**src/rtl/seg_xlate_pkg.sv**
```systemverilog
package seg_xlate_pkg;
   localparam int SEL_W    = 16;
   localparam int DESC_W   = 32;
   localparam int LIM_LSB  = 12;
   localparam int NUM_SLOT = 3;
   localparam int SLOT_CODE  = 0;
   localparam int SLOT_STACK = 1;
   localparam int SLOT_DATA  = 2;

   // access kind -> slot; kinds 2 and 3 both go to the data slot
   function automatic logic [1:0] kind_to_slot(input logic [1:0] kind);
      case (kind)
         2'd0:    return 2'(SLOT_CODE);
         2'd1:    return 2'(SLOT_STACK);
         default: return 2'(SLOT_DATA);
      endcase
   endfunction

   function automatic logic [1:0] priv_max(input logic [1:0] a, input logic [1:0] b);
      return (a > b) ? a : b;
   endfunction
endpackage

```
**src/rtl/seg_slot_bank.sv**
```systemverilog
module seg_slot_bank
   import seg_xlate_pkg::*;
#(
   parameter int LIN_W   = 32,
   parameter int LIMIT_W = 20
)(
   input  logic                                 clk,
   input  logic                                 rst_n,
   input  logic                                 wr_en,
   input  logic [1:0]                           wr_slot,
   input  logic [SEL_W-1:0]                     wr_sel,
   input  logic [LIN_W-1:0]                     wr_base,
   input  logic [LIMIT_W-1:0]                   wr_limit,
   output logic [NUM_SLOT-1:0][SEL_W-1:0]       sel_o,
   output logic [NUM_SLOT-1:0][LIN_W-1:0]       base_o,
   output logic [NUM_SLOT-1:0][LIMIT_W-1:0]     limit_o
);
   for (genvar g = 0; g < NUM_SLOT; g++) begin : g_slot
      logic [SEL_W-1:0]   sel_r;
      logic [LIN_W-1:0]   base_r;
      logic [LIMIT_W-1:0] limit_r;

      always_ff @(posedge clk or negedge rst_n) begin
         if (!rst_n) begin
            sel_r   <= '0;
            base_r  <= '0;
            limit_r <= '1;
         end else if (wr_en && (wr_slot == 2'(g))) begin
            sel_r   <= wr_sel;
            base_r  <= wr_base;
            limit_r <= wr_limit;
         end
      end

      assign sel_o[g]   = sel_r;
      assign base_o[g]  = base_r;
      assign limit_o[g] = limit_r;
   end
endmodule

```
**src/rtl/seg_desc_fetch.sv**
```systemverilog
module seg_desc_fetch
   import seg_xlate_pkg::*;
#(
   parameter int LIN_W   = 32,
   parameter int LIMIT_W = 20,
   parameter int TLIM_W  = 16
)(
   input  logic                clk,
   input  logic                rst_n,
   input  logic                prot_en,
   input  logic                req_valid,
   input  logic [1:0]          req_slot,
   input  logic [SEL_W-1:0]    req_sel,
   input  logic [1:0]          cur_priv,
   input  logic [LIN_W-1:0]    tbl_base,
   input  logic [TLIM_W-1:0]   tbl_limit,
   output logic                idle,
   output logic                mem_req,
   output logic [LIN_W-1:0]    mem_addr,
   input  logic [DESC_W-1:0]   mem_rdata,
   input  logic                mem_rvalid,
   output logic                wr_en,
   output logic [1:0]          wr_slot,
   output logic [SEL_W-1:0]    wr_sel,
   output logic [LIN_W-1:0]    wr_base,
   output logic [LIMIT_W-1:0]  wr_limit,
   output logic                done,
   output logic                fault
);
   typedef enum logic [1:0] {ST_IDLE, ST_LO, ST_HI} fst_e;
   fst_e state;

   logic [SEL_W-1:0] sel_q;
   logic [1:0]       slot_q;
   logic [LIN_W-1:0] base_q;
   logic [SEL_W-1:0] span;
   logic             take, flat_ld, bad_sel, bad_priv;

   always_comb begin
      span     = {req_sel[SEL_W-1:3], 3'b111};
      take     = (state == ST_IDLE) && req_valid;
      flat_ld  = take && !prot_en;
      bad_sel  = req_sel[2] || (LIN_W'(span) > LIN_W'(tbl_limit));
      bad_priv = mem_rdata[1:0] < priv_max(cur_priv, sel_q[1:0]);
      wr_en    = flat_ld || ((state == ST_HI) && mem_rvalid && !bad_priv);
      wr_slot  = flat_ld ? req_slot : slot_q;
      wr_sel   = flat_ld ? req_sel  : sel_q;
      wr_base  = flat_ld ? LIN_W'({req_sel, 4'b0000}) : base_q;
      wr_limit = flat_ld ? '1 : mem_rdata[LIM_LSB +: LIMIT_W];
   end

   assign idle = (state == ST_IDLE);

   always_ff @(posedge clk or negedge rst_n) begin
      if (!rst_n) begin
         state    <= ST_IDLE;
         sel_q    <= '0;
         slot_q   <= '0;
         base_q   <= '0;
         mem_req  <= 1'b0;
         mem_addr <= '0;
         done     <= 1'b0;
         fault    <= 1'b0;
      end else begin
         mem_req <= 1'b0;
         done    <= 1'b0;
         fault   <= 1'b0;
         case (state)
            ST_IDLE: begin
               if (flat_ld) begin
                  done <= 1'b1;
               end else if (take && bad_sel) begin
                  fault <= 1'b1;
               end else if (take) begin
                  sel_q    <= req_sel;
                  slot_q   <= req_slot;
                  mem_req  <= 1'b1;
                  mem_addr <= tbl_base + LIN_W'({req_sel[SEL_W-1:3], 3'b000});
                  state    <= ST_LO;
               end
            end
            ST_LO: begin
               if (mem_rvalid) begin
                  base_q   <= LIN_W'(mem_rdata);
                  mem_req  <= 1'b1;
                  mem_addr <= mem_addr + LIN_W'(4);
                  state    <= ST_HI;
               end
            end
            ST_HI: begin
               if (mem_rvalid) begin
                  state <= ST_IDLE;
                  done  <= !bad_priv;
                  fault <= bad_priv;
               end
            end
            default: state <= ST_IDLE;
         endcase
      end
   end
endmodule

```
**src/rtl/seg_addr_calc.sv**
```systemverilog
module seg_addr_calc
   import seg_xlate_pkg::*;
#(
   parameter int LIN_W   = 32,
   parameter int LIMIT_W = 20
)(
   input  logic                              clk,
   input  logic                              rst_n,
   input  logic                              prot_en,
   input  logic                              go,
   input  logic [1:0]                        kind,
   input  logic [LIN_W-1:0]                  offset,
   input  logic [NUM_SLOT-1:0][SEL_W-1:0]    sel_i,
   input  logic [NUM_SLOT-1:0][LIN_W-1:0]    base_i,
   input  logic [NUM_SLOT-1:0][LIMIT_W-1:0]  limit_i,
   output logic                              done,
   output logic [LIN_W-1:0]                  linear,
   output logic                              fault
);
   logic [1:0]       slot;
   logic [LIN_W-1:0] lin_n;
   logic             flt_n;

   always_comb begin
      slot = kind_to_slot(kind);
      if (prot_en) begin
         lin_n = offset + base_i[slot];
         flt_n = !(offset < LIN_W'(limit_i[slot]));
      end else begin
         lin_n = LIN_W'({sel_i[slot], 4'b0000}) + offset;
         flt_n = 1'b0;
      end
   end

   always_ff @(posedge clk or negedge rst_n) begin
      if (!rst_n) begin
         done   <= 1'b0;
         linear <= '0;
         fault  <= 1'b0;
      end else begin
         done  <= go;
         fault <= go && flt_n;
         if (go) linear <= lin_n;
      end
   end
endmodule

```
**src/rtl/seg_xlate_unit.sv**
```systemverilog
module seg_xlate_unit
   import seg_xlate_pkg::*;
#(
   parameter int LIN_W   = 32,
   parameter int LIMIT_W = 20,
   parameter int TLIM_W  = 16
)(
   input  logic               clk,
   input  logic               rst_n,
   input  logic               prot_en,
   input  logic               tbl_load,
   input  logic [LIN_W-1:0]   tbl_base_in,
   input  logic [TLIM_W-1:0]  tbl_limit_in,
   output logic               tbl_fault,
   input  logic               load_valid,
   input  logic [1:0]         load_slot,
   input  logic [15:0]        load_sel,
   output logic               load_ready,
   output logic               load_done,
   output logic               load_fault,
   input  logic               xl_valid,
   input  logic [1:0]         xl_kind,
   input  logic [LIN_W-1:0]   xl_offset,
   output logic               xl_ready,
   output logic               xl_done,
   output logic [LIN_W-1:0]   xl_linear,
   output logic               xl_fault,
   output logic [1:0]         cur_priv,
   output logic               mem_req,
   output logic [LIN_W-1:0]   mem_addr,
   input  logic [31:0]        mem_rdata,
   input  logic               mem_rvalid
);
   if (LIN_W < DESC_W) begin : g_bad_lin
      $error("seg_xlate_unit: LIN_W must be at least 32");
   end
   if (LIMIT_W < 1 || LIMIT_W > DESC_W - LIM_LSB) begin : g_bad_lim
      $error("seg_xlate_unit: LIMIT_W must be 1..20");
   end
   if (TLIM_W < 1 || TLIM_W > LIN_W) begin : g_bad_tlim
      $error("seg_xlate_unit: TLIM_W must be 1..LIN_W");
   end

   logic [LIN_W-1:0]  tbl_base_q;
   logic [TLIM_W-1:0] tbl_limit_q;
   logic              idle;
   logic              wr_en;
   logic [1:0]        wr_slot;
   logic [SEL_W-1:0]  wr_sel;
   logic [LIN_W-1:0]  wr_base;
   logic [LIMIT_W-1:0] wr_limit;
   logic [NUM_SLOT-1:0][SEL_W-1:0]   sel_arr;
   logic [NUM_SLOT-1:0][LIN_W-1:0]   base_arr;
   logic [NUM_SLOT-1:0][LIMIT_W-1:0] limit_arr;

   assign cur_priv   = sel_arr[SLOT_CODE][1:0];
   assign load_ready = idle;
   assign xl_ready   = idle;

   always_ff @(posedge clk or negedge rst_n) begin
      if (!rst_n) begin
         tbl_base_q  <= '0;
         tbl_limit_q <= '0;
         tbl_fault   <= 1'b0;
      end else begin
         tbl_fault <= tbl_load && (cur_priv != 2'd0);
         if (tbl_load && (cur_priv == 2'd0)) begin
            tbl_base_q  <= tbl_base_in;
            tbl_limit_q <= tbl_limit_in;
         end
      end
   end

   seg_desc_fetch #(.LIN_W(LIN_W), .LIMIT_W(LIMIT_W), .TLIM_W(TLIM_W)) u_fetch (
      .clk(clk), .rst_n(rst_n), .prot_en(prot_en),
      .req_valid(load_valid), .req_slot(load_slot), .req_sel(load_sel),
      .cur_priv(cur_priv), .tbl_base(tbl_base_q), .tbl_limit(tbl_limit_q),
      .idle(idle), .mem_req(mem_req), .mem_addr(mem_addr),
      .mem_rdata(mem_rdata), .mem_rvalid(mem_rvalid),
      .wr_en(wr_en), .wr_slot(wr_slot), .wr_sel(wr_sel),
      .wr_base(wr_base), .wr_limit(wr_limit),
      .done(load_done), .fault(load_fault)
   );

   seg_slot_bank #(.LIN_W(LIN_W), .LIMIT_W(LIMIT_W)) u_bank (
      .clk(clk), .rst_n(rst_n), .wr_en(wr_en), .wr_slot(wr_slot),
      .wr_sel(wr_sel), .wr_base(wr_base), .wr_limit(wr_limit),
      .sel_o(sel_arr), .base_o(base_arr), .limit_o(limit_arr)
   );

   seg_addr_calc #(.LIN_W(LIN_W), .LIMIT_W(LIMIT_W)) u_calc (
      .clk(clk), .rst_n(rst_n), .prot_en(prot_en),
      .go(xl_valid && idle), .kind(xl_kind), .offset(xl_offset),
      .sel_i(sel_arr), .base_i(base_arr), .limit_i(limit_arr),
      .done(xl_done), .linear(xl_linear), .fault(xl_fault)
   );
endmodule

```
**config.mk**
```make
export PLATFORM = sky130hd
export DESIGN_NAME = seg_xlate_unit
export DESIGN_NICKNAME = d
export VERILOG_FILES = /design/src/rtl/seg_xlate_pkg.sv /design/src/rtl/seg_slot_bank.sv /design/src/rtl/seg_desc_fetch.sv /design/src/rtl/seg_addr_calc.sv /design/src/rtl/seg_xlate_unit.sv
export SDC_FILE = /design/constraint.sdc
export NUM_CORES = 1
export LEC_CHECK = 0
export ABC_AREA = 1
export CAP_MARGIN = 20
export CORE_MARGIN = 3
export CORE_UTILIZATION = 55
export CTS_CLUSTER_SIZE = 12
export DETAILED_ROUTE_END_ITERATION = 7
export PLACE_DENSITY = 0.76
export SLEW_MARGIN = 10
export SYNTH_ARGS = -nofsm -noshare
export SYNTH_HDL_FRONTEND = slang
export SYNTH_SLANG_ARGS = --single-unit
```
**constraint.sdc**
```tcl
create_clock -name clk -period 5.5 [get_ports clk]
set_input_delay 1.375 -clock clk [delete_from_list [all_inputs] [get_ports clk]]
set_output_delay 1.375 -clock clk [all_outputs]
set_load 0.03 [all_outputs]
```
# [Yosys cells after proc, flatten, opt, wreduce, memory -nomap -nowiden]
# Cells that the tools add are included.
[word_totals] out_inout_bits=74 input_bits=139 word_cells=108 ff_bits=374
[op_classes] bitwise=2 n_eq_ne=10 add_sub_neg=4 n_lt_le_gt_ge=5 muxes=37 reduce_logical=27
[op_table] operator="$mux 32" n=7
[op_table] operator="$bmux 32 s2" n=1
[op_table] operator="$pmux 32 s2" n=1
[op_table] operator="$bmux 20 s2" n=1
[op_table] operator="$mux 20" n=2
[op_table] operator="$add 20x32->32" n=1
[op_table] operator="$add 32x16->32" n=1
[op_table] operator="$add 32x3->32 const B" n=1
[op_table] operator="$add 32x32->32" n=1
[op_table] operator="$bmux 16 s2" n=1
[op_table] operator="$lt 32x20->1" n=1
[op_table] operator="$mux 16" n=2
[op_table] operator="$gt 16x16->1" n=1
[op_table] operator="$mux 2" n=7
[op_table] operator="$logic_and 1x1->1" n=12
[op_table] operator="$mux 1" n=10
[op_table] operator="$reduce_and 5->1" n=2
[op_table] operator="$logic_not 2->1" n=4
[op_table] operator="$ne 2x2->1 const B" n=4
[op_table] operator="$eq 2x1->1 const B" n=3
[op_table] operator="$pmux 1 s2" n=3
[op_table] operator="$pmux 2 s3" n=1
[op_table] operator="$eq 2x2->1 const B" n=2
[op_table] operator="$pmux 2 s2" n=1
[op_table] operator="other kinds (10)" n=15

# [Logic depth before layout (Yosys ltp)]
# Gate-level depths: netlist of run 1.
[logic_depth] depth_word=8 depth_mapped=21 depth_no_buf=19

# [Cells and area by module]
# A second synthesis of run 1 with hierarchy kept.
[unflattened] cells_unflattened=3538 hier_area_um2=24374.6
[by_module_without_submodules] mod="seg_slot_bank" seq_area_each_um2=5180.0 area_each_um2=8374.3 instances=1 cells_each=903
[by_module_without_submodules] mod="seg_addr_calc" seq_area_each_um2=850.8 area_each_um2=7083.0 instances=1 cells_each=1336
[by_module_without_submodules] mod="seg_desc_fetch" seq_area_each_um2=2177.1 area_each_um2=6950.4 instances=1 cells_each=1083
[by_module_without_submodules] mod="seg_xlate_unit" seq_area_each_um2=1226.2 area_each_um2=1966.9 instances=1 cells_each=216

# [Least setup slack after synthesis of run 1]
# OpenSTA, ideal clock, no wires.
[synth_timing] kind="input to register" start="input port xl_kind[0]" end="register u_calc.linear[28]" required_time_ns=5.423 stages=19 arrival_ns=3.744 setup_ns=0.077 setup_slack_ns=1.679 path_buffers=2 cell_sequence="inv_1 clkbuf_1 buf_1 nand2_1 a21oi_1 ha_1 inv_1 fa_1 inv_1 nand3_1 nand3_1 nand2_1 nand2_1 nand2_1 nand2_1 nand2_1 nand3_1 nand3_1 a21oi_1"
[synth_via] elab_chain_cells=6 elab_cells_between_ends=10 cone_classes="add/sub: 2; eq/ne: 1; mux: 6; reduce/logical: 1"
[synth_lines] element="from (decl)" line="seg_xlate_unit.sv:22" source="input logic [1:0] xl_kind,"
[synth_lines] element="$eq 2x1->1 or $logic_not 2->1 (tied branches)" line="seg_xlate_pkg.sv:12" source="case (kind)"
[synth_lines] element="$pmux 2 s2 *" line="seg_xlate_pkg.sv:12"
[synth_lines] element="$bmux 16 s2 or $bmux 32 s2 (tied branches)" line="seg_addr_calc.sv:30, seg_addr_calc.sv:27"
[synth_lines] element="$mux 16 (implied by the code) or $mux 32 (tied branches)" line="seg_addr_calc.sv:30, seg_addr_calc.sv:27"
[synth_lines] element="$add 20x32->32 or $add 32x32->32 (tied branches)" line="seg_addr_calc.sv:30, seg_addr_calc.sv:27"
[synth_lines] element="$mux 32 *" line="seg_addr_calc.sv:26" source="if (prot_en) begin"
[synth_lines] element="to (signal assigned)" line="seg_addr_calc.sv:43" source="if (go) linear <= lin_n;"
[synth_lines] element="to (decl)" line="seg_addr_calc.sv:17" source="output logic [LIN_W-1:0] linear,"
# Every way passes the cells marked *; elsewhere a longest branch is shown, timed or not. The select of a mux whose other input is x is not followed.
# A chain may end at the register's enable or synchronous reset.

# [Worst setup path after layout of run 1]
[layout_timing] start="input port xl_kind[0]" end="register u_calc.linear[27]"
# The elaborated chain is that of the path after synthesis.

==> summary.txt, run 1 <==
Run status
  – Status: completed

Die
  – CORE AREA: 40200 um^2
  – DIE HEIGHT: 209 um
  – Ports: 213
  – Initial Utilization: 0.564
  – Die area: 43700 um^2
  – Die width: 209 um
  – Rows: 73

Power and ir drop
  – Flop pwr share: 0.351
  – Clock power share: 0.202
  – VDD IR max: 0.000446 V
  – NetSw: 6.22 mW
  – Part of the power in combinational logic: 0.447
  – Leak Pwr: 13.4 nW
  – Internal: 8.22 mW
  – PwrDens: 542 nW/um^2
  – Sw Ratio: 0.430

Synth
  – Seq/Total Area, Yosys: 0.416
  – FF+latch count, synth: 374
  – Compound-Gate Fraction of Synth Area: 0.132
  – Synthesized-area fraction occupied by adder cells: 0.0562
  – Cell variety after synth: 41
  – Area leader, netlist: dfrtp_1
  – Mapped Avg Cell Area: 7.11 um^2
  – Synthesized instance count: 3185
  – Share of the synthesized area in the top cell type: 0.347
  – Largest family of logic cells by synthesized area: simple AND/OR/NAND/NOR gates
  – Post-Synth Simple-Gate Area: 0.282
  – Main area contributors after synthesis: dfrtp_1 (35%), nand2_1 (18%), dfstp_2 (7.0%)
  – XOR/XNOR Fraction of Synth Area: 0.0135
  – Mux cell area share after synthesis: 0.0154
  – Synth warn: 0
  – Syn nets: 3424
  – Mapped cell area: 22700 um^2

Route
  – DR DRC count: 0
  – Detailed router's first-iteration violation count: 2188
  – Vias/cell: 5.63
  – First-pass DRT Iterations: 6
  – Via count: 22003
  – Routed wire length per instance: 18.8 um
  – Final wirelength: 73.4 mm
  – ANT nets after route: 0

Timing
  – Unrepaired setup endpoints after global routing: false
  – Max_slew headroom: 0.352
  – Minimum clock period: 4180 ps
  – Final Hold Vio Count: 0
  – Final period util: 0.760
  – Skew final: 22.4 ps
  – Slew Limit Fails: 0
  – Sum Neg Setup Slack: 0 ps
  – Worst Max-Slew Pin Slew: 968 ps
  – Final number of setup-violating endpoints: 0
  – FMAX: 239 MHz

Final layout
  – Share of cells above drive strength 1: 0.0624
  – # fillers: 3502
  – Register area: 9430 um^2
  – Finished Cell Area: 26600 um^2
  – Fin util: 0.663
  – Fin cells: 3906
  – P&R area growth vs syn: 17.6%
  – Nets: 3585
  – Area of the multi-input gates: 11300 um^2

Setup path
  – Worst r2r src: u_fetch.state[1]
  – Setup CP Type: in -> reg
  – Worst r2r path cells: 11
  – R2R setup slack: 2260 ps
  – RR Endpoint: u_bank.g_slot[1].sel_r[12]
  – CP Data Required Time: 5950 ps
  – CP arrival: 4630 ps
  – Crit path capture type: register
  – Max FO, Critical Path: 34
  – Type of origin of the critical path: primary input

Clocking
  – CTS Buffer Depth: 3
  – Total CTS buffers: 42
  – H-tree Lvls: 2
  – Cts-stage hold buffer count: 0
  – CTS tree: built
  – Worst skew pair latency: 580 ps
  – TritonCTS Sinks: 374
  – PostCTS Resize Cnt: 0
  – Root Buffer: clkbuf_16
  – Worst-path clk slew: 60 ps
  – Setup bufs post-CTS: 0

Place
  – I/O Buffers: 212
  – Placed cell area: 25200 um^2
  – DP Cell Count: 3827
  – Dpl hpwl: 54.3 mm
  – Routability-driven placement congestion ratio: 1.00

Worst hold path
  – Worst hold path cell count: 2
  – Hold WC Path Type: reg -> reg
  – Worst hold start: u_bank.g_slot[2].limit_r[4]
  – Hold EP: u_bank.g_slot[2].limit_r[4]

Global routing
  – Met2 usage: 0.560
  – First-pass GRT wire length: 116 mm
  – M1 GR Usage: 0.440
  – GRT Util Overall: 0.333
  – GR met3 Demand/Resource: 0.0533
  – Busiest metal layer after global routing: met2
  – Initial antenna violation count: 1
  – Maximum number of pins on one net before global-route repair: 118
  – Grt ovf: 0
  – Vias in the first global route: 21451

Flow run
  – Max cap viols: 0
-- area by class of cell --
cell class,instances,area share
Multi-Input combinational cell,2340,0.426
Sequential cell,374,0.354
Timing Repair Buffer,242,0.0922
Inverter,346,0.0489
Clock buffer,64,0.0464
Tap cell,525,0.0247
Clock inverter,14,0.00761
Antenna cell,1,0.0000940
-- cells in the mapped netlist, drive strengths merged --
cell,instances
nor3,39
nor3b,1
a21o,2
o31ai,1
fa,3
clkbuf,83
o21a,1
nand3,184
nor4,6
o21bai,11
xor2,23
nand4,20
a31oi,5
a21oi,213
nand3b,10
clkinv,4
dfstp,60
and2,5
a211oi,1
xnor2,12
a21boi,1
buf,42
o211ai,2
ha,97
dfrtp,314
mux2,31
nor2,246
o22ai,2
nand2,1070
inv,342
o21ai,346
or2,8
-- routing by layer --
metal,vias up,share of wire
li1,10539,-
met1,10422,0.42
met2,886,0.48
met3,156,0.069
met4,0,0.036
met5,-,0
-- state kept, by name, summed over array words and instances (netlist names) --
signal and flops:
u_bank.g_slot.base_r 96, u_bank.g_slot.limit_r 60, u_bank.g_slot.sel_r 48, tbl_base_q 32, u_calc.linear 32, u_fetch.base_q 32, u_fetch.mem_addr 32, tbl_limit_q 16
u_fetch.sel_q 16, u_fetch.slot_q 2, u_fetch.state 2, tbl_fault 1, u_calc.done 1, u_calc.fault 1, u_fetch.done 1, u_fetch.fault 1
u_fetch.mem_req 1
-- cells in the final DEF, fill, tap and decap left out, drive strengths merged, types with 39 or more instances in the layout --
master,count
ha,97
nand3,184
a21oi,213
clkdlybuf4s50,210
dfrtp,314
inv,342
o21ai,346
nor2,246
clkbuf,64
dfstp,60
nor3,39
nand2,1070
-- worst max-delay path by stage --
stage                     startpoint                end  slack, ps  cells past startpoint
after floorplan           xl_kind[0]  u_calc.linear[28]       1680                     19
after global placement    xl_kind[1]  u_calc.linear[30]        870                     20
after global routing      xl_kind[1]  u_calc.linear[31]       1150                     16
final                     xl_kind[0]  u_calc.linear[27]       1320                     18
after detailed placement  xl_kind[1]  u_calc.linear[19]        840                     16
after CTS                 xl_kind[1]  u_calc.linear[19]       1420                     16
-- critical path, cell delays in order --
cell and delay (ps):
buf_2 90, clkinv_1 650, buf_12 460, buf_4 220
nand2_1 70, a21oi_1 100, ha_1 410, nand2_1 120
nor2_1 270, inv_1 100, nor3_1 190, nand2_1 120
nand2_1 80, nand2_1 50, nand3_1 80, nand2_1 60
nand2_1 60, nand2_1 80
-- power groups by stage --
stage | Clock [mW] | Combinational, mW | Sequential, mW
after floorplan | 0 | 3.87 | 5.26
after global placement | 0 | 6.21 | 5.00
after detailed placement | 0 | 6.38 | 5.05
after CTS | 2.96 | 6.42 | 5.03
after global routing | 3.07 | 7.20 | 5.21
final | 2.92 | 6.45 | 5.07
-- kinds of logic after synthesis --
group,after synthesis
mux,31
buf+inv,471
simple gates,1589
xor+xnor,35
compound gates,585
fa+ha+maj,100
flops,374
-- per-stage QoR --
stage                     total power [mW]  hold WS, ps  setup WS, ps
after global placement                11.2          450           874
after global routing                  15.5          489          1150
after floorplan                       9.13          436          1680
after CTS                             14.4          472          1420
final                                 14.4          471          1320
after detailed placement              11.4          464           842
No activity file was read; power rests on OpenSTA's default activity.
==> run 2, diff against run 1 <==
clock period = 4.2 ns   (was 5.5 ns; I/O delays follow)
==> summary.txt, run 2 (synthesis results as in run 1) <==
Die
  – DIE HEIGHT: 209 um
  – Die area: 43700 um^2
  – Die width: 209 um
  – Ports: 213
  – Initial Utilization: 0.564
  – Rows: 73
  – CORE AREA: 40200 um^2

Timing
  – Max_slew headroom: 0.444
  – Fin worst setup slack: 654 ps
  – Skew final: 28.8 ps
  – Final Hold Vio Count: 0
  – FMAX: 282 MHz
  – Final number of setup-violating endpoints: 0
  – Slew Limit Fails: 0
  – Minimum clock period: 3550 ps
  – Worst Max-Slew Pin Slew: 829 ps
  – Unrepaired setup endpoints after global routing: false
  – Final period util: 0.844
  – Sum Neg Setup Slack: 0 ps

Global routing
  – Grt ovf: 0
  – Met2 usage: 0.542
  – Busiest metal layer after global routing: met2
  – GRT Util Overall: 0.333
  – Vias in the first global route: 21640
  – Maximum number of pins on one net before global-route repair: 137
  – M1 GR Usage: 0.445
  – First-pass GRT wire length: 116 mm
  – GR met3 Demand/Resource: 0.0518
  – Initial antenna violation count: 0

Route
  – Detailed router's first-iteration violation count: 2031
  – Routed wire length per instance: 18.7 um
  – Final wirelength: 73.1 mm
  – Vias/cell: 5.60
  – ANT nets after route: 0
  – First-pass DRT Iterations: 6
  – DR DRC count: 0
  – Via count: 21960

Place
  – Dpl hpwl: 54.8 mm
  – DP Cell Count: 3840
  – Placed cell area: 25400 um^2
  – Dpl ws: 172 ps
  – I/O Buffers: 212
  – Routability-driven placement congestion ratio: 0.962

Setup path
  – CP Data Required Time: 4650 ps
  – Setup CP Type: in -> reg
  – Worst r2r src: u_bank.g_slot[0].sel_r[0]
  – Buffers & Inverters on Critical Path: 4
  – Crit path capture type: register
  – Type of origin of the critical path: primary input
  – RR Endpoint: u_bank.g_slot[0].base_r[26]
  – WP depth: 17
  – Max incr delay on CP: 500 ps
  – CP arrival: 3990 ps
  – CP max-delay cell: clkdlybuf4s50_1
  – Worst r2r path cells: 13
  – Crit path cell chain: clkdlybuf4s50_1, inv_2, buf_12, nor2_1, a21oi_1, ha_1, nand2_1, nor2_1, nand3_1, inv_1, nand4_1, nand3_1, nand3_1, nand3_1, nand2_1, nand2_1, nand2_1
  – Max FO, Critical Path: 28
  – Top delay family on crit path: simple AND/OR/NAND/NOR gates
  – R2R setup slack: 1380 ps

Power and ir drop
  – Final Power: 18.9 mW
  – Leak Pwr: 13.5 nW
  – VDD IR max: 0.000477 V
  – PwrDens: 704 nW/um^2

Run status
  – Status: completed

Clocking
  – TritonCTS Sinks: 374
  – Worst-path clk slew: 60 ps
  – PostCTS Resize Cnt: 0
  – Setup bufs post-CTS: 0
  – Total CTS buffers: 42
  – Cts-stage hold buffer count: 0
  – Root Buffer: clkbuf_16
  – Worst skew pair latency: 580 ps
  – CTS tree: built
  – H-tree Lvls: 2
  – CTS Buffer Depth: 3

Final layout
  – ANT cells: 0
  – Most common cell after layout, fill and taps aside: nand2_1
  – Share of cells above drive strength 1: 0.0663
  – Finished Cell Area: 26800 um^2
  – # fillers: 3499
  – P&R area growth vs syn: 18.2%
  – Commonest cells after routing, fill and taps aside: nand2_1 (1065), inv_1 (338), dfrtp_1 (314)
  – Area of the multi-input gates: 11300 um^2
  – Register area: 9430 um^2
  – Fin cells: 3918
  – Max reg flops: 96
  – Nets: 3598
  – Top reg by flops: u_bank.g_slot.base_r
  – Largest registers: u_bank.g_slot.base_r: 96 flops, u_bank.g_slot.limit_r: 60 flops, u_bank.g_slot.sel_r: 48 flops

Flow run
  – Max cap viols: 0

Worst hold path
  – Hold WC Path Type: in -> async
run 2: how the worst max path moves through the flow:
stage	from	to	slack, ps
4_1_cts	xl_kind[1]	u_calc.linear[27]	740
5_1_grt	xl_kind[1]	u_calc.linear[23]	520
3_5_place_dp	xl_kind[1]	u_calc.linear[27]	170
6_report	xl_kind[1]	u_calc.linear[27]	650
3_3_place_gp	xl_kind[1]	u_calc.linear[27]	160
2_1_floorplan	xl_kind[0]	u_calc.linear[28]	700
run 2: cell type report:
| type | count | area share |
|---|---|---|
| clock buffer | 68 | 0.0485 |
| clock inverter | 10 | 0.00448 |
| inverter | 346 | 0.0486 |
| multi-input combinational | 2340 | 0.423 |
| sequential | 374 | 0.352 |
| tap | 525 | 0.0245 |
| timing repair buffer | 255 | 0.0983 |
run 2: where the power goes:
part | switching [mW] | internal, mW | leakage (nW)
logic | 5.40 | 3.07 | 8.26
clock network | 1.56 | 2.19 | 0.693
registers | 1.17 | 5.46 | 4.53
run 2: layer usage:
metal | part of all wire | wire (um)
met5 | 0 | 0
met4 | 0.047 | 3420
met3 | 0.073 | 5340
met2 | 0.46 | 33800
met1 | 0.42 | 30600
run 2: worst register-to-register path, delay by kind of cell (launching register included):
family          cells  cell delay, ps
flops               1             520
compound gates      3             450
fa+ha+maj           1             290
simple gates        6            1040
buf+inv             3             470
run 2: through the flow:
| stage | hold WS, ps | utilization |
|---|---|---|
| 4_1_cts | 472 | 0.667 |
| 3_3_place_gp | 454 | 0.631 |
| 5_1_grt | 486 | 0.667 |
| 3_5_place_dp | 462 | 0.631 |
| 2_1_floorplan | 436 | - |
| 6_report | 446 | 0.667 |
